<file path="config.mk">
export PLATFORM = sky130hd
export DESIGN_NAME = ep0_out_hs_ctrl
export DESIGN_NICKNAME = d
export VERILOG_FILES = /design/src/rtl/ep0o_pkg.sv /design/src/rtl/ep0o_status.sv /design/src/rtl/ep0o_decide.sv /design/src/rtl/ep0o_len_decode.sv /design/src/rtl/ep0_out_hs_ctrl.sv
export SDC_FILE = /design/constraint.sdc
export NUM_CORES = 1
export LEC_CHECK = 0
export BUFFER_PORTS_ARGS = -buffer_cell sky130_fd_sc_hd__buf_2
export CORE_AREA = 2 2 39 41
export DETAILED_ROUTE_END_ITERATION = 12
export DIE_AREA = 0 0 41 43
export GPL_ROUTABILITY_DRIVEN = 0
export PLACE_DENSITY = 0.59
export SYNTH_ARGS = -nofsm -noshare
export SYNTH_HDL_FRONTEND = slang
export SYNTH_SLANG_ARGS = --single-unit
</file>
<file path="constraint.sdc">
create_clock -name clk -period 0.8 [get_ports clk]
set_input_delay 0.12 -clock clk [delete_from_list [all_inputs] [get_ports clk]]
set_output_delay 0.12 -clock clk [all_outputs]
set_load 0.02 [all_outputs]
</file>
<file path="src/rtl/ep0o_pkg.sv">
// Shared types for the endpoint-0 OUT handshake controller.
package ep0o_pkg;
    // Handshake code as the packet engine expects it
    typedef enum logic [1:0] {
        HS_NONE  = 2'b00,
        HS_ACK   = 2'b01,
        HS_NAK   = 2'b10,
        HS_STALL = 2'b11
    } hs_e;
endpackage

</file>
<file path="src/rtl/ep0o_status.sv">
// Halt and busy status bits of endpoint 0.
// Assumes: strobes are single-cycle; setup_done_i is high for one cycle
// when a SETUP packet completes.
module ep0o_status (
    input  logic clk,
    input  logic rst_n,
    input  logic halt_set_i,
    input  logic busy_set_i,
    input  logic busy_clr_i,
    input  logic setup_done_i,
    output logic halt_q_o,
    output logic busy_q_o
);
    logic halt_q;
    logic busy_q;

    // Halt bit: the hardware clear on SETUP wins over the software set
    always_ff @(posedge clk) begin
        if (!rst_n)
            halt_q <= 1'b0;
        else if (setup_done_i)
            halt_q <= 1'b0;
        else if (halt_set_i)
            halt_q <= 1'b1;
    end

    // Busy bit: set wins over clear
    always_ff @(posedge clk) begin
        if (!rst_n)
            busy_q <= 1'b0;
        else if (busy_set_i)
            busy_q <= 1'b1;
        else if (busy_clr_i)
            busy_q <= 1'b0;
    end

    assign halt_q_o = halt_q;
    assign busy_q_o = busy_q;


    setup_clears_halt_chk: assert property (@(posedge clk) disable iff (!rst_n)
        setup_done_i |=> !halt_q);

    busy_set_wins_chk: assert property (@(posedge clk) disable iff (!rst_n)
        busy_set_i |=> busy_q);
endmodule

</file>
<file path="src/rtl/ep0o_decide.sv">
// Combinational handshake choice for one finished packet.
// Assumes: the inputs are sampled only in the cycle where a packet completes.
module ep0o_decide
    import ep0o_pkg::*;
(
    input  logic is_setup_i,
    input  logic crc_ok_i,
    input  logic snoop_i,
    input  logic fifo_room_i,
    input  logic halt_i,
    input  logic busy_i,
    input  logic glob_nak_i,
    output hs_e  hs_o,
    output logic accept_o
);
    logic data_good;

    // Data counts as good when its CRC passed or snoop skips the check
    assign data_good = crc_ok_i | snoop_i;

    // Priority: CRC gate, SETUP, halt, global NAK, busy, FIFO space
    always_comb begin
        hs_o     = HS_NONE;
        accept_o = 1'b0;
        if (!data_good) begin
            hs_o = HS_NONE;
        end else if (is_setup_i) begin
            hs_o     = fifo_room_i ? HS_ACK : HS_NONE;
            accept_o = fifo_room_i;
        end else if (halt_i) begin
            hs_o = HS_STALL;
        end else if (glob_nak_i || busy_i) begin
            hs_o = HS_NAK;
        end else if (fifo_room_i) begin
            hs_o     = HS_ACK;
            accept_o = 1'b1;
        end else begin
            hs_o = HS_NAK;
        end
    end
endmodule

</file>
<file path="src/rtl/ep0o_len_decode.sv">
// Turns the packet-length code into a byte count: the largest size shifted
// right by the code. Assumes MAX_BYTES is a power of two.
module ep0o_len_decode #(
    parameter int CODE_W    = 2,
    parameter int MAX_BYTES = 64,
    localparam int LEN_W    = $clog2(MAX_BYTES + 1)
) (
    input  logic [CODE_W-1:0] code_i,
    output logic [LEN_W-1:0]  len_o
);
    localparam logic [LEN_W-1:0] MAX_LEN = LEN_W'(MAX_BYTES);

    // Each code step halves the packet length
    always_comb begin
        len_o = MAX_LEN >> code_i;
    end
endmodule

</file>
<file path="src/rtl/ep0_out_hs_ctrl.sv">
// Top of the endpoint-0 OUT handshake controller. It registers the handshake
// choice one cycle after a packet completes and keeps the status bits.
// Assumes: pkt_done_i is a one-cycle pulse with its qualifiers valid.
module ep0_out_hs_ctrl
    import ep0o_pkg::*;
#(
    parameter int CODE_W    = 2,
    parameter int MAX_BYTES = 64,
    localparam int LEN_W    = $clog2(MAX_BYTES + 1)
) (
    input  logic              clk,
    input  logic              rst_n,
    input  logic              halt_set_i,
    input  logic              busy_set_i,
    input  logic              busy_clr_i,
    input  logic              glob_out_nak_i,
    input  logic              snoop_i,
    input  logic [CODE_W-1:0] mps_code_i,
    input  logic              pkt_done_i,
    input  logic              is_setup_i,
    input  logic              crc_ok_i,
    input  logic              fifo_room_i,
    output logic [1:0]        hs_code_o,
    output logic              data_accept_o,
    output logic              halt_o,
    output logic              busy_o,
    output logic [LEN_W-1:0]  max_pkt_len_o
);
    logic halt_q, busy_q;
    hs_e  hs_next, hs_q;
    logic acc_next, acc_q;

    ep0o_status u_status (
        .clk          (clk),
        .rst_n        (rst_n),
        .halt_set_i   (halt_set_i),
        .busy_set_i   (busy_set_i),
        .busy_clr_i   (busy_clr_i),
        .setup_done_i (pkt_done_i & is_setup_i),
        .halt_q_o     (halt_q),
        .busy_q_o     (busy_q)
    );

    ep0o_decide u_decide (
        .is_setup_i  (is_setup_i),
        .crc_ok_i    (crc_ok_i),
        .snoop_i     (snoop_i),
        .fifo_room_i (fifo_room_i),
        .halt_i      (halt_q),
        .busy_i      (busy_q),
        .glob_nak_i  (glob_out_nak_i),
        .hs_o        (hs_next),
        .accept_o    (acc_next)
    );

    ep0o_len_decode #(.CODE_W(CODE_W), .MAX_BYTES(MAX_BYTES)) u_len (
        .code_i (mps_code_i),
        .len_o  (max_pkt_len_o)
    );

    // Hold the decision for one cycle after the packet; idle otherwise
    always_ff @(posedge clk) begin
        if (!rst_n || !pkt_done_i) begin
            hs_q  <= HS_NONE;
            acc_q <= 1'b0;
        end else begin
            hs_q  <= hs_next;
            acc_q <= acc_next;
        end
    end

    assign hs_code_o     = hs_q;
    assign data_accept_o = acc_q;
    assign halt_o        = halt_q;
    assign busy_o        = busy_q;


    hs_only_after_pkt_chk: assert property (@(posedge clk) disable iff (!rst_n)
        (hs_code_o != HS_NONE) |-> $past(pkt_done_i));

    stall_beats_nak_chk: assert property (@(posedge clk) disable iff (!rst_n)
        (pkt_done_i && !is_setup_i && halt_o && (crc_ok_i || snoop_i))
        |=> (hs_code_o == HS_STALL));

    bad_crc_silent_chk: assert property (@(posedge clk) disable iff (!rst_n)
        (pkt_done_i && !crc_ok_i && !snoop_i)
        |=> (hs_code_o == HS_NONE && !data_accept_o));

    accept_with_ack_chk: assert property (@(posedge clk) disable iff (!rst_n)
        data_accept_o |-> (hs_code_o == HS_ACK));
endmodule

</file>
==> impl_results.md <==
* Setup TNS at -0.233 ns
* Status: complete, but fails checks
* Final min period at 0.907 ns
* GRT Residual Overflow at 0
* Layout cells sized above 1 at 65.4%
* Max clock buf depth at 2
* Mapped Area at 235 µm²
* Yosys reg bits at 5
* # setup viols final at 5
* Initial antenna violation count at 0
* Design Power at 0.000742 W
* Pre-antenna DRT Iters at 1
* Residual DRC at 0
* Starting Density at 17.0%
* Total GRT Usage at 8.65%
* Failing checks: negative setup slack
* First-pass GRT wire length at 972 µm
* Worst vdd ir at 1080 µV
* Vias per inst at 3.87
* Number of distinct library cells after synthesis at 15
* Static Leak at 0.217 nW
* WP data arrival at 0.79 ns
* Die X at 41 µm
* Final worst path period share at 113%
* Final #Nets at 66
* RSZ-0062 raised after global routing: yes
* Most common library cell in the layout ignoring fill and taps: buf_2
* Final max-slew violation count at 0
* Top-level I/O count at 25
* Final count of hold timing violations at 0
* Core area at 1380 µm²
* Die Ht at 43 µm
* Worst Skew at 0.00747 ns
* Seq/Total Area, Yosys at 42.6%
* Yosys warnings at 0
* Fin util at 32.2%
* Die area at 1760 µm²
* Synthesized area per cell at 9.41 µm²
* Clock H-tree levels at 1
* Post-Synthesis Cells at 25
* Max_cap viols at 0
* Crit path required time at 0.68 ns
* Port bufs at 21
* Total CTS buffers at 3
* Starting DRT DRC Count at 0
* Routed via count at 263
* Sink Count at 5
* Root Driver: clkbuf_4
* Largest net degree at the start of global routing at 5
* Ant diodes at 0
* Total routed wirelength at 624 µm
* CTS tree: yes
* Clock Pin Slew Worst Setup and Hold Paths at 0.05 ns
* Min Hold Slack at 0.0681 ns
* Setup Crit Path Kind: flop to output pin
* Post-route setup slack at -0.107 ns
* Routed wire per std cell at 9.18 µm
* Crit Path Max Fanout at 2
* Worst-Skew Late Latency at 0.24 ns
* PwrDens at 1670 nW/µm²
* FMAX at 1100 MHz
* Register area at 109 µm²
* Crit. End Element: output pin
* Fillers at 157
* Most frequent cells in the layout: 16 x buf_2, 6 x buf_6, 4 x dfxtp_2
* Worst hold path class: input pin to flop
* Detail Route Antenna Nets at 0
* Site Rows at 14
* Number of global-route vias before repair at 251
* Synthesis-to-layout area growth at 89.4%
* Multi-input gate area in the final layout at 128 µm²
* Worst setup SP type: flop
## metrics by stage
stage / instances / setup slack, ns / area (µm²)
2_1_floorplan: 27 / -0.0804 / 248
3_3_place_gp: 63 / -0.0542 / 365
3_5_place_dp: 63 / -0.0892 / 365
4_1_cts: 68 / -0.113 / 437
5_1_grt: 68 / -0.141 / 445
6_report: 68 / -0.107 / 445
## report_power, final
| part | switching, W | internal (W) |
|---|---|---|
| combinational | 0.0000892 | 0.0000845 |
| clock | 0.000109 | 0.000189 |
| sequential | 0.00000773 | 0.000263 |
| total | 0.000206 | 0.000537 |
## synthesized netlist by cell type (all sizes together)
| cell type | number | area (µm²) |
|---|---|---|
| buf | 3 | 22.5 |
| or3b | 1 | 8.76 |
| nor2b | 3 | 18.8 |
| mux2i | 1 | 10.0 |
| and2 | 1 | 6.26 |
| nor3 | 1 | 5.00 |
| dfxtp | 5 | 100 |
| a21oi | 2 | 10.0 |
| nor2 | 1 | 3.75 |
| o21a | 2 | 15.0 |
| a211oi | 1 | 7.51 |
| o2111a | 1 | 11.3 |
| o21ai | 1 | 5.00 |
| conb | 1 | 3.75 |
| o211ai | 1 | 7.51 |
## registers in the layout, indices dropped and copies added, names as in the netlist
register / count
hs_code_o: 2
data_accept_o: 1
u_status.busy_q_o: 1
u_status.halt_q_o: 1
## cell families after synthesis
logic type             synth area share, %
AOI/OAI and AO/OA                     23.9
other                                 1.59
DFF                                   42.6
and+or+nand+nor                       18.1
muxes                                 4.26
buffers and inverters                 9.57
## per-layer routing
metal  wire length, µm  track usage [%]
met5                 0                0
met4                 0                0
met3                58             9.42
met2               362             14.1
met1               204             7.44
## repair_timing
item / 4_1_cts / 5_1_grt
resized for setup: 14 / 3
hold endpoints to repair: 0 / 0
hold buffers: 0 / 0
pin swaps: 2 / 0
setup endpoints to repair: 7 / 9
gates cloned: 0 / 0
buffers inserted: 1 / 0
## worst max-delay path, stage by stage (launching register included)
cell	delay [ns]
dfxtp_2	0.32
buf_6	0.11
buf_6	0.12
## cell type report
class	count	area share, %
Timing Repair Buffer	24	36.5
Tap cell	16	4.49
Sequential cell	5	24.4
Clock buffer	4	5.90
Multi-Input combinational cell	19	28.7
## path summary, 6_finish.rpt
| path | slack [ns] | startpoint | to | cells past startpoint |
|---|---|---|---|---|
| setup reg to reg | -0.08 | u_status.halt_q_o | hs_code_o[0] | 4 |
| setup / recovery | -0.11 | u_status.halt_q_o | halt_o | 2 |
| hold / removal | 0.07 | pkt_done_i | u_status.halt_q_o | 2 |
| hold reg to reg | 0.53 | u_status.busy_q_o | hs_code_o[0] | 2 |
Power figures use the tool's default switching activity.
